==> src/rtl/spf_pkg.sv <==
// Shared types for the stream buffer prefetcher.
// Assumes: nothing beyond IEEE 1800-2017.
package spf_pkg;
    // Life of one buffer entry: unused, waiting to be requested, in flight, holding data.
    typedef enum logic [1:0] {ENT_EMPTY, ENT_PEND, ENT_ISSUED, ENT_FULL} ent_st_e;
    // Demand path control: idle, presenting a demand request, waiting for its data.
    typedef enum logic [1:0] {CTL_IDLE, CTL_REQ, CTL_WAIT} ctl_e;
endpackage

==> src/rtl/sbuf_fifo.sv <==
// One stream buffer: a circular FIFO of DEPTH consecutive block addresses.
// Reports a hit when its filled head equals the lookup address. It offers the
// oldest not-yet-requested entry as a prefetch and captures prefetch data by
// address. Assumes DEPTH is a power of two and that alloc, pop and gnt are never
// aimed at the same entry (pop needs a FULL head, gnt a PEND entry).
module sbuf_fifo
    import spf_pkg::*;
#(
    parameter int DEPTH = 4,
    parameter int ABITS = 16,
    parameter int DBITS = 32
) (
    input  logic             clk,
    input  logic             rst_n,
    input  logic             alloc,
    input  logic [ABITS-1:0] alloc_blk,
    input  logic [ABITS-1:0] lk_blk,
    input  logic             pop,
    input  logic             gnt,
    input  logic             rsp_valid,
    input  logic             rsp_pf,
    input  logic [ABITS-1:0] rsp_blk,
    input  logic [DBITS-1:0] rsp_data,
    output logic             head_hit,
    output logic [DBITS-1:0] head_data,
    output logic             pf_valid,
    output logic [ABITS-1:0] pf_blk
);
    localparam int PW = (DEPTH > 1) ? $clog2(DEPTH) : 1;

    logic [ABITS-1:0] tag  [DEPTH];
    ent_st_e          st   [DEPTH];
    logic [DBITS-1:0] data [DEPTH];
    logic [PW-1:0]    head;
    logic [ABITS-1:0] nxt_blk;
    logic [PW-1:0]    pf_idx;

    // Head compare: only the oldest entry can satisfy a miss.
    always_comb begin
        head_hit  = (st[head] == ENT_FULL) && (tag[head] == lk_blk);
        head_data = data[head];
    end

    // Prefetch pick: the pending entry closest to the head.
    always_comb begin
        pf_valid = 1'b0;
        pf_idx   = head;
        for (int k = DEPTH - 1; k >= 0; k--) begin
            if (st[head + PW'(k)] == ENT_PEND) begin
                pf_valid = 1'b1;
                pf_idx   = head + PW'(k);
            end
        end
        pf_blk = tag[pf_idx];
    end

    // Entry state, tags and pointers: allocation overrides everything else.
    always_ff @(posedge clk) begin
        if (!rst_n) begin
            for (int i = 0; i < DEPTH; i++) begin
                st[i]  <= ENT_EMPTY;
                tag[i] <= '0;
            end
            head    <= '0;
            nxt_blk <= '0;
        end else if (alloc) begin
            for (int i = 0; i < DEPTH; i++) begin
                st[i]  <= ENT_PEND;
                tag[i] <= alloc_blk + ABITS'(i);
            end
            head    <= '0;
            nxt_blk <= alloc_blk + ABITS'(DEPTH);
        end else begin
            if (gnt) st[pf_idx] <= ENT_ISSUED;
            for (int i = 0; i < DEPTH; i++) begin
                if (rsp_valid && rsp_pf && st[i] == ENT_ISSUED && tag[i] == rsp_blk)
                    st[i] <= ENT_FULL;
            end
            if (pop) begin
                st[head]  <= ENT_PEND;
                tag[head] <= nxt_blk;
                head      <= head + 1'b1;
                nxt_blk   <= nxt_blk + 1'b1;
            end
        end
    end

    // Data capture for prefetch responses addressed to an in-flight entry.
    always_ff @(posedge clk) begin
        for (int i = 0; i < DEPTH; i++) begin
            if (rsp_valid && rsp_pf && st[i] == ENT_ISSUED && tag[i] == rsp_blk)
                data[i] <= rsp_data;
        end
    end

    a_r4_pop_needs_full: assert property (@(posedge clk) disable iff (!rst_n)
        pop |-> (st[head] == ENT_FULL && tag[head] == lk_blk));
    a_r3_grant_pending: assert property (@(posedge clk) disable iff (!rst_n)
        (gnt && !alloc) |=> (st[$past(pf_idx)] == ENT_ISSUED || st[$past(pf_idx)] == ENT_FULL));
endmodule

==> src/rtl/sbuf_lru.sv <==
// Recency ranking of NBUF stream buffers. Rank 0 is the most recently
// touched and rank NBUF-1 is the replacement victim. Assumes at most one
// touch per cycle; ranks start as the buffer index so they are distinct.
module sbuf_lru #(
    parameter int NBUF = 4
) (
    input  logic            clk,
    input  logic            rst_n,
    input  logic            touch,
    input  logic [$clog2(NBUF)-1:0] touch_idx,
    output logic [NBUF-1:0] victim_oh,
    output logic [$clog2(NBUF)-1:0] victim_idx
);
    localparam int IW = $clog2(NBUF);

    logic [IW-1:0] rank [NBUF];

    // Rank update: touched buffer to 0, those more recent than it age by one.
    always_ff @(posedge clk) begin
        if (!rst_n) begin
            for (int i = 0; i < NBUF; i++) rank[i] <= IW'(i);
        end else if (touch) begin
            for (int i = 0; i < NBUF; i++) begin
                if (IW'(i) == touch_idx)           rank[i] <= '0;
                else if (rank[i] < rank[touch_idx]) rank[i] <= rank[i] + 1'b1;
            end
        end
    end

    // Victim decode: the buffer holding the oldest rank.
    always_comb begin
        victim_idx = '0;
        for (int i = 0; i < NBUF; i++) begin
            victim_oh[i] = (rank[i] == IW'(NBUF - 1));
            if (victim_oh[i]) victim_idx = IW'(i);
        end
    end

    a_r8_single_victim: assert property (@(posedge clk) disable iff (!rst_n)
        $onehot(victim_oh));
endmodule

==> src/rtl/mem_arb.sv <==
// Memory port arbiter: the demand request always wins over a prefetch.
// Assumes the demand source holds its request until granted.
module mem_arb #(
    parameter int ABITS = 16
) (
    input  logic             clk,
    input  logic             rst_n,
    input  logic             dem_valid,
    input  logic [ABITS-1:0] dem_blk,
    input  logic             pf_valid,
    input  logic [ABITS-1:0] pf_blk,
    input  logic             ready,
    output logic             req_valid,
    output logic [ABITS-1:0] req_blk,
    output logic             req_pf,
    output logic             dem_gnt,
    output logic             pf_gnt
);
    // Fixed priority selection toward the single memory port.
    always_comb begin
        req_valid = dem_valid || pf_valid;
        req_pf    = !dem_valid;
        req_blk   = dem_valid ? dem_blk : pf_blk;
        dem_gnt   = dem_valid && ready;
        pf_gnt    = !dem_valid && pf_valid && ready;
    end

    a_r9_demand_wins: assert property (@(posedge clk) disable iff (!rst_n)
        (dem_valid && pf_valid) |-> (!pf_gnt && req_blk == dem_blk));
endmodule

==> src/rtl/stream_prefetcher.sv <==
// Stream buffer prefetcher top. Accepts one cache miss at a time and looks it
// up against every buffer head. A hit is answered from the buffer; a miss is
// fetched from memory while the LRU buffer restarts after the missing block.
// Assumes memory echoes the block address and prefetch flag of each request.
module stream_prefetcher
    import spf_pkg::*;
#(
    parameter int NBUF  = 4,
    parameter int DEPTH = 4,
    parameter int ABITS = 16,
    parameter int DBITS = 32
) (
    input  logic             clk,
    input  logic             rst_n,
    input  logic             miss_valid,
    input  logic [ABITS-1:0] miss_blk,
    output logic             miss_ready,
    output logic             resp_valid,
    output logic             resp_hit,
    output logic [DBITS-1:0] resp_data,
    output logic             mem_req_valid,
    input  logic             mem_req_ready,
    output logic [ABITS-1:0] mem_req_blk,
    output logic             mem_req_pf,
    input  logic             mem_rsp_valid,
    input  logic             mem_rsp_pf,
    input  logic [ABITS-1:0] mem_rsp_blk,
    input  logic [DBITS-1:0] mem_rsp_data
);
    localparam int IW = $clog2(NBUF);

    ctl_e             state;
    logic [ABITS-1:0] dem_blk;
    logic             accept, any_hit, pf_any, dem_gnt, pf_gnt;
    logic [IW-1:0]    hit_idx, pf_sel, victim_idx, touch_idx;
    logic [NBUF-1:0]  hit_v, pf_v, victim_oh, pop_v, alloc_v, gnt_v;
    logic [DBITS-1:0] hdata [NBUF];
    logic [ABITS-1:0] pblk  [NBUF];
    logic [ABITS-1:0] pf_blk_sel;

    for (genvar g = 0; g < NBUF; g++) begin : g_buf
        sbuf_fifo #(.DEPTH(DEPTH), .ABITS(ABITS), .DBITS(DBITS)) u_buf (
            .clk(clk), .rst_n(rst_n),
            .alloc(alloc_v[g]), .alloc_blk(miss_blk + 1'b1), .lk_blk(miss_blk),
            .pop(pop_v[g]), .gnt(gnt_v[g]),
            .rsp_valid(mem_rsp_valid), .rsp_pf(mem_rsp_pf),
            .rsp_blk(mem_rsp_blk), .rsp_data(mem_rsp_data),
            .head_hit(hit_v[g]), .head_data(hdata[g]),
            .pf_valid(pf_v[g]), .pf_blk(pblk[g])
        );
    end

    sbuf_lru #(.NBUF(NBUF)) u_lru (
        .clk(clk), .rst_n(rst_n), .touch(accept), .touch_idx(touch_idx),
        .victim_oh(victim_oh), .victim_idx(victim_idx)
    );

    mem_arb #(.ABITS(ABITS)) u_arb (
        .clk(clk), .rst_n(rst_n),
        .dem_valid(state == CTL_REQ), .dem_blk(dem_blk),
        .pf_valid(pf_any), .pf_blk(pf_blk_sel), .ready(mem_req_ready),
        .req_valid(mem_req_valid), .req_blk(mem_req_blk), .req_pf(mem_req_pf),
        .dem_gnt(dem_gnt), .pf_gnt(pf_gnt)
    );

    // Lookup and steering: lowest-index head hit, lowest-index pending prefetch.
    always_comb begin
        miss_ready = (state == CTL_IDLE) && !resp_valid;
        accept     = miss_valid && miss_ready;
        any_hit    = 1'b0;
        hit_idx    = '0;
        pf_any     = 1'b0;
        pf_sel     = '0;
        for (int i = NBUF - 1; i >= 0; i--) begin
            if (hit_v[i]) begin any_hit = 1'b1; hit_idx = IW'(i); end
            if (pf_v[i])  begin pf_any  = 1'b1; pf_sel  = IW'(i); end
        end
        pf_blk_sel = pblk[pf_sel];
        touch_idx  = any_hit ? hit_idx : victim_idx;
        for (int i = 0; i < NBUF; i++) begin
            pop_v[i]   = accept && any_hit && (hit_idx == IW'(i));
            alloc_v[i] = accept && !any_hit && victim_oh[i];
            gnt_v[i]   = pf_gnt && (pf_sel == IW'(i));
        end
    end

    // Demand path sequencing: request, then wait for the matching data.
    always_ff @(posedge clk) begin
        if (!rst_n) begin
            state   <= CTL_IDLE;
            dem_blk <= '0;
        end else begin
            case (state)
                CTL_IDLE: if (accept && !any_hit) begin
                    state   <= CTL_REQ;
                    dem_blk <= miss_blk;
                end
                CTL_REQ:  if (dem_gnt) state <= CTL_WAIT;
                CTL_WAIT: if (mem_rsp_valid && !mem_rsp_pf && mem_rsp_blk == dem_blk)
                    state <= CTL_IDLE;
                default:  state <= CTL_IDLE;
            endcase
        end
    end

    // Response register: one-cycle answer from a buffer head or from memory.
    always_ff @(posedge clk) begin
        if (!rst_n) begin
            resp_valid <= 1'b0;
            resp_hit   <= 1'b0;
            resp_data  <= '0;
        end else begin
            resp_valid <= 1'b0;
            if (accept && any_hit) begin
                resp_valid <= 1'b1;
                resp_hit   <= 1'b1;
                resp_data  <= hdata[hit_idx];
            end else if (state == CTL_WAIT && mem_rsp_valid && !mem_rsp_pf
                         && mem_rsp_blk == dem_blk) begin
                resp_valid <= 1'b1;
                resp_hit   <= 1'b0;
                resp_data  <= mem_rsp_data;
            end
        end
    end

    a_r10_demand_held: assert property (@(posedge clk) disable iff (!rst_n)
        (mem_req_valid && !mem_req_pf && !mem_req_ready)
        |=> (mem_req_valid && !mem_req_pf && $stable(mem_req_blk)));
    a_r11_resp_pulse: assert property (@(posedge clk) disable iff (!rst_n)
        resp_valid |=> !resp_valid);
    a_r4_hit_after_accept: assert property (@(posedge clk) disable iff (!rst_n)
        (resp_valid && resp_hit) |-> $past(miss_valid && miss_ready));
    a_r11_no_accept_busy: assert property (@(posedge clk) disable iff (!rst_n)
        (mem_req_valid && !mem_req_pf) |-> !miss_ready);
endmodule

==> config.mk <==
export PLATFORM = sky130hd
export DESIGN_NAME = stream_prefetcher
export DESIGN_NICKNAME = d
export VERILOG_FILES = /design/src/rtl/spf_pkg.sv /design/src/rtl/sbuf_fifo.sv /design/src/rtl/sbuf_lru.sv /design/src/rtl/mem_arb.sv /design/src/rtl/stream_prefetcher.sv
export SDC_FILE = /design/constraint.sdc
export NUM_CORES = 2
export LEC_CHECK = 0
export ABC_AREA = 1
export ABC_CLOCK_PERIOD_IN_PS = 9730
export BUFFER_PORTS_ARGS = -buffer_cell sky130_fd_sc_hd__buf_2
export CAP_MARGIN = 40
export CORE_MARGIN = 2
export CORE_UTILIZATION = 39
export CTS_BUF_LIST = sky130_fd_sc_hd__clkbuf_2 sky130_fd_sc_hd__clkbuf_4 sky130_fd_sc_hd__clkbuf_8
export DETAILED_ROUTE_END_ITERATION = 16
export PLACE_DENSITY = 0.56
export SKIP_LAST_GASP = 1
export SLEW_MARGIN = 20
export SYNTH_ARGS = -nofsm -noshare
export SYNTH_HDL_FRONTEND = slang
export SYNTH_SLANG_ARGS = --single-unit
==> constraint.sdc <==
create_clock -name clk -period 9.73 [get_ports clk]
set_clock_uncertainty 0.15 [all_clocks]
set_input_delay 1.946 -clock clk [delete_from_list [all_inputs] [get_ports clk]]
set_output_delay 1.946 -clock clk [all_outputs]
set_load 0.02 [all_outputs]
=== After elaboration in Yosys (flattened, before gate mapping) ===
Memories as Yosys holds them, arrays and structs flattened. A register that Yosys moved wholly into a read port is not among the register bits.
Cells that the tools add are included.

* Word-level logic and storage cells: 670
* Memory bits (read-only): 0
* Memories: 13
* Output and inout bits: 53
* Bits in registers: 124
* Bits in latches: 0
* Memory bits (writable): 808

* Multipliers: 0
* Shift operators: 0
* Order comparisons: 6
* Bitwise operators: 107
* Add/sub/neg operators: 25
* Muxes and demuxes: 330
* Div/mod/pow operators: 0
* Eq/ne operators: 91
* Reduce and logical (&&, ||, !) cells: 85

{| class="wikitable"
|+ Memories
! name !! depth !! bits a word !! rd ports !! clocked after Yosys merged registers in !! wr ports !! line !! RTL
|-
| g_buf[0].u_buf.data || 4 || 32 || 1 || 1 || 4 || sbuf_fifo.sv:33 || <nowiki>logic [DBITS-1:0] data [DEPTH];</nowiki>
|-
| g_buf[1].u_buf.data || 4 || 32 || 1 || 1 || 4 || sbuf_fifo.sv:33 ||
|-
| g_buf[2].u_buf.data || 4 || 32 || 1 || 1 || 4 || sbuf_fifo.sv:33 ||
|-
| g_buf[3].u_buf.data || 4 || 32 || 1 || 1 || 4 || sbuf_fifo.sv:33 ||
|-
| g_buf[0].u_buf.tag || 4 || 16 || 6 || 1 || 4 || sbuf_fifo.sv:31 || <nowiki>logic [ABITS-1:0] tag [DEPTH];</nowiki>
|-
| g_buf[1].u_buf.tag || 4 || 16 || 6 || 1 || 4 || sbuf_fifo.sv:31 ||
|-
| +7 memories || n/a || n/a || n/a || n/a || n/a || n/a ||
|}

{| class="wikitable"
|+ Operator list
! kind !! number
|-
| 16-bit 2-to-1 mux || 31
|-
| 16-bit == test || 21
|-
| 2-bit 2-to-1 mux || 98
|-
| 1-bit 2-to-1 mux || 194
|-
| 32-bit 2-to-1 mux || 4
|-
| 16-bit by 1-bit adder with 16-bit output, second input constant || 6
|-
| 2-bit == test, second input constant || 45
|-
| 32-bit binary-select mux with 2-bit select || 1
|-
| 16-bit OR reduction || 4
|-
| 1-bit logical AND || 61
|-
| 1-bit bitwise OR || 56
|-
| 2-bit by 1-bit == test with 1-bit output, second input constant || 19
|-
| 16-bit by 2-bit adder with 16-bit output, second input constant || 2
|-
| 1-bit bitwise AND || 32
|-
| 16-bit binary-select mux with 2-bit select || 1
|-
| 1-bit inverter || 17
|-
| 16-bit by 3-bit adder with 16-bit output, second input constant || 1
|-
| 2-bit by 1-bit adder with 2-bit output, second input constant || 8
|-
| 2-bit adder, second input constant || 8
|-
| 2-bit nonzero test || 5
|-
| 2-bit logical NOT || 4
|-
| 2-bit less-than comparator || 4
|-
| 2-bit OR reduction || 4
|-
| 3-bit greater-or-equal comparator, second input constant || 2
|-
| 10 further kinds || 16
|}

=== Depth between registers and ports, before layout ===
An unclocked memory read counts as a cell.

* Depth after elaboration: 22
* Depth in mapped cells: 24
* Mapped depth without buffers: 22

=== Hierarchy ===
A second synthesis with hierarchy kept.

* Cells, all modules: 6647
* Area total of the unflattened synthesis: 54768.8 sq um

{| class="wikitable"
|+ Modules (own cells, without submodules)
! module !! sequential area each (sq um) !! cells an instance !! instances !! area an instance (sq um)
|-
| sbuf_fifo (g_buf[3].u_buf) || 6326.1 || 1438 || 1 || 12288.0
|-
| sbuf_fifo (g_buf[0].u_buf) || 6326.1 || 1373 || 1 || 12283.0
|-
| sbuf_fifo (g_buf[2].u_buf) || 6326.1 || 1414 || 1 || 12271.8
|-
| sbuf_fifo (g_buf[1].u_buf) || 6326.1 || 1323 || 1 || 11835.1
|-
| stream_prefetcher || 1041.0 || 952 || 1 || 5134.9
|-
| sbuf_lru || 240.2 || 90 || 1 || 708.2
|-
| mem_arb || 0.0 || 57 || 1 || 247.7
|}

=== Worst setup path after synthesis ===
No wires, ideal clock.

* Kind: input port to flip-flop
* Start point: input port mem_rsp_blk[6]
* End point: memory g_buf[3].u_buf.data[3][0], enable pin
* Path slack: 2598 ps
* Buffers on the path: 3
* Arrival time: 6477 ps
* Required time: 9075 ps
* Stages: 7
* Cell sequence: clkbuf_1 -> inv_1 -> clkbuf_1 -> buf_1 -> o22ai_1 -> or4_1 -> nor4_1

{| class="wikitable"
|+ RTL lines
! item !! line !! RTL
|-
| start: declaration || stream_prefetcher.sv:27 || <nowiki>input logic [ABITS-1:0] mem_rsp_blk,</nowiki>
|-
| end: declaration || sbuf_fifo.sv:33 ||
|}

==> flow_summary.json <==
{
  "postCtsSetupRepairBufs": 0,
  "pwr-share-seq": 0.452,
  "numCtsBuffers": 169,
  "clock_sinks": 940,
  "synth_flop_cell": "edfxtp_1",
  "core_sq_um": 129000,
  "setup-tns-final_ns": 0,
  "synthTopCellsByCount": "nand2_1, edfxtp_1, nor2_1",
  "ios": 123,
  "maxSlewHeadroom": 0.330,
  "antenna_found_initial": 21,
  "grt_usage": 0.375,
  "power.net_switching_mw": 3.23,
  "power-per-cell-area_nw_per_um2": 178,
  "cp-start-kind": "flop",
  "synth_area_sq_um": 50900,
  "synthCells": 5852,
  "die-area_sq_um": 133000,
  "clk_pin_slew_ns": 0.06,
  "dp_slack_ns": 2.64,
  "outcome": "complete, no violations",
  "start_util": 0.393,
  "cts_buffer_depth": 3,
  "dr.pass1.iters": 8,
  "synthMostInstantiatedCell": "nand2_1",
  "rsz0062_at_grt": "no",
  "portBuffers": 122,
  "grt_pass1_wl_um": 347000,
  "ir_drop_uv": 159,
  "synth_top_area_share": 0.458,
  "timing.final.ws_setup_ns": 1.81,
  "nets": 6099,
  "combPwrFrac": 0.155,
  "die_w_um": 365,
  "ys_seq_area_frac": 0.522,
  "clk-insertion-delay-late_ns": 0.98,
  "slew_viol_final": 0,
  "syn_nets": 5951,
  "fin_cells": 7903,
  "root_buffer": "clkbuf_8",
  "finalCritPeriodShare": 0.814,
  "die_y_um": 365,
  "ys_ff_latch": 940,
  "crit_fanout": 46,
  "wl_um": 255000,
  "p_int_mw": 7.03,
  "fillers": 12800,
  "grt-ovfl-total": 0,
  "leakage_nw": 21.8,
  "postRouteAntennaNets": 0,
  "drt_iter0_markers": 7429,
  "setup_viol": 0,
  "hold_class": "flop to flop",
  "fmax_ghz": 0.126,
  "synth_top_cell_by_area": "edfxtp_1",
  "vias": 48700,
  "wire_per_inst_um": 32.2,
  "drc": 0,
  "ys_async_sr_fraction": 0,
  "tritoncts": "yes",
  "worst_pin_slew_ns": 1.00,
  "path_class": "flop to primary output",
  "cts_max_level": 4,
  "areaGrowthSynthToFinish_pct": 13.0,
  "cts_resized": 0,
  "drive_above_1_share": 0.122,
  "end_kind": "primary output",
  "cp.arrival_ns": 5.82,
  "cp.required_ns": 7.63,
  "viasPerCell": 6.17,
  "maxCapViolCount": 0,
  "grt_start_max_net_pins": 65,
  "yosysWarnings": 0,
  "gp_congestion": 1.20,
  "swShare": 0.315,
  "first_global_vias": 44300,
  "synth_edf_count": 776,
  "ys_types": 66,
  "hold_buffers": 0,
  "syn_avg_cell_area_sq_um": 8.70,
  "post-place-cells": 7560,
  "clockPowerShare": 0.393,
  "synthTopCellsByArea": "edfxtp_1, nand2_1, dfxtp_1",
  "hold_viol_final": 0,
  "timing.final.crit_period_ns": 7.92,
  "row_count": 132,
  "hpwl_um": 180000
}
-- cell families after synthesis --
group / Yosys count / share of synthesized area
AND/OR/NAND/NOR: 2774 / 0.233
adder cells (fa/ha/maj): 29 / 0.00713
AO/OA/AOI/OAI: 1216 / 0.142
buffers and inverters: 653 / 0.0541
multiplexers: 1 / 0.000197
XOR/XNOR: 239 / 0.0417
flip-flops: 940 / 0.522
-- per-layer routing --
metal,vias up,global-route usage,routed length (um)
li1,20900,-,-
met2,3454,0.546,107000
met1,23500,0.479,97400
met4,30,0.254,20300
met5,-,0,261
met3,880,0.110,30000
-- sequential cells by signal, summed over array words and instances (netlist names), named ones only --
signal / count
u_lru.rank: 8
resp_hit: 1
g_buf.u_buf.nxt_blk: 64
g_buf.u_buf.data: 512
resp_data: 32
dem_blk: 16
g_buf.u_buf.st: 32
resp_valid: 1
g_buf.u_buf.head: 8
state: 2
g_buf.u_buf.tag: 256
-- cell usage in the layout (no fill, tap or decap), drive strengths merged, types with 29 or more instances in the layout --
cell type	instances
nand2	1514
edfxtp	776
nor2	555
o21ai	541
nand3	405
inv	346
buf	279
o22ai	271
clkbuf	259
xor2	208
dfxtp	164
a21oi	148
nor3	108
a22oi	71
nand4	71
clkinv	57
nor4	50
or2	35
a221oi	32
xnor2	31
ha	29
-- through the flow --
step / cell area (sq um) / hold slack [ns] / power [mW] / utilization
global placement: 53400 / 0.302 / 6.18 / 0.412
finish: 57500 / 0.325 / 10.3 / 0.444
CTS: 57400 / 0.324 / 10.2 / 0.443
detailed placement: 53700 / 0.313 / 6.19 / 0.415
floorplan: 50900 / 0.294 / 5.41 / -
global route: 57500 / 0.351 / 10.5 / 0.444
-- power by group through the flow --
stage          sequential, mW  clock, mW  combinational (mW)
5_1_grt                  4.63       4.24                1.61
3_3_place_gp             4.71          0                1.47
6_report                 4.64       4.03                1.58
3_5_place_dp             4.70          0                1.49
4_1_cts                  4.62       4.06                1.49
2_1_floorplan            4.63          0               0.776
-- worst paths after layout --
kind,start,to,slack (ns),depth (start not counted)
max,flop,mem_req_blk[9],1.81,17
min,g_buf[1].u_buf.nxt_blk[15]$_SDFFE_PN0P_,g_buf[1].u_buf.nxt_blk[15]$_SDFFE_PN0P_,0.32,2
max reg2reg,flop,g_buf[0].u_buf.tag[2][1]$_DFFE_PP_,3.23,20
min reg2reg,g_buf[1].u_buf.nxt_blk[15]$_SDFFE_PN0P_,g_buf[1].u_buf.nxt_blk[15]$_SDFFE_PN0P_,0.32,2
-- critical path, cell delays in order (launching register included) --
cell and delay (ns):
dfxtp_4 0.74, clkinv_2 0.69, nand2_1 0.22, nand2_1 0.07, nand2_1 0.06, o21ai_1 0.29
nand2_1 0.25, o211ai_1 0.13, nand2_1 0.16, nand2_1 0.33, inv_1 0.60, a22oi_1 0.19
nand2_1 0.19, nand2_1 0.07, nand3_1 0.16, nor2_1 0.07, a21oi_1 0.35, buf_2 0.25
-- final cells by class --
class	count	area (sq um)	area share
repair buffers	280	1960	0.0341
clock buffers	258	3130	0.0544
well taps	1742	2180	0.0379
flip-flops and latches	940	26600	0.463
inverters	350	1330	0.0230
clock inverters	61	518	0.00900
multi-input cells	4259	21800	0.378
diodes	13	32.5	0.000566
(Power assumes the default switching activity.)
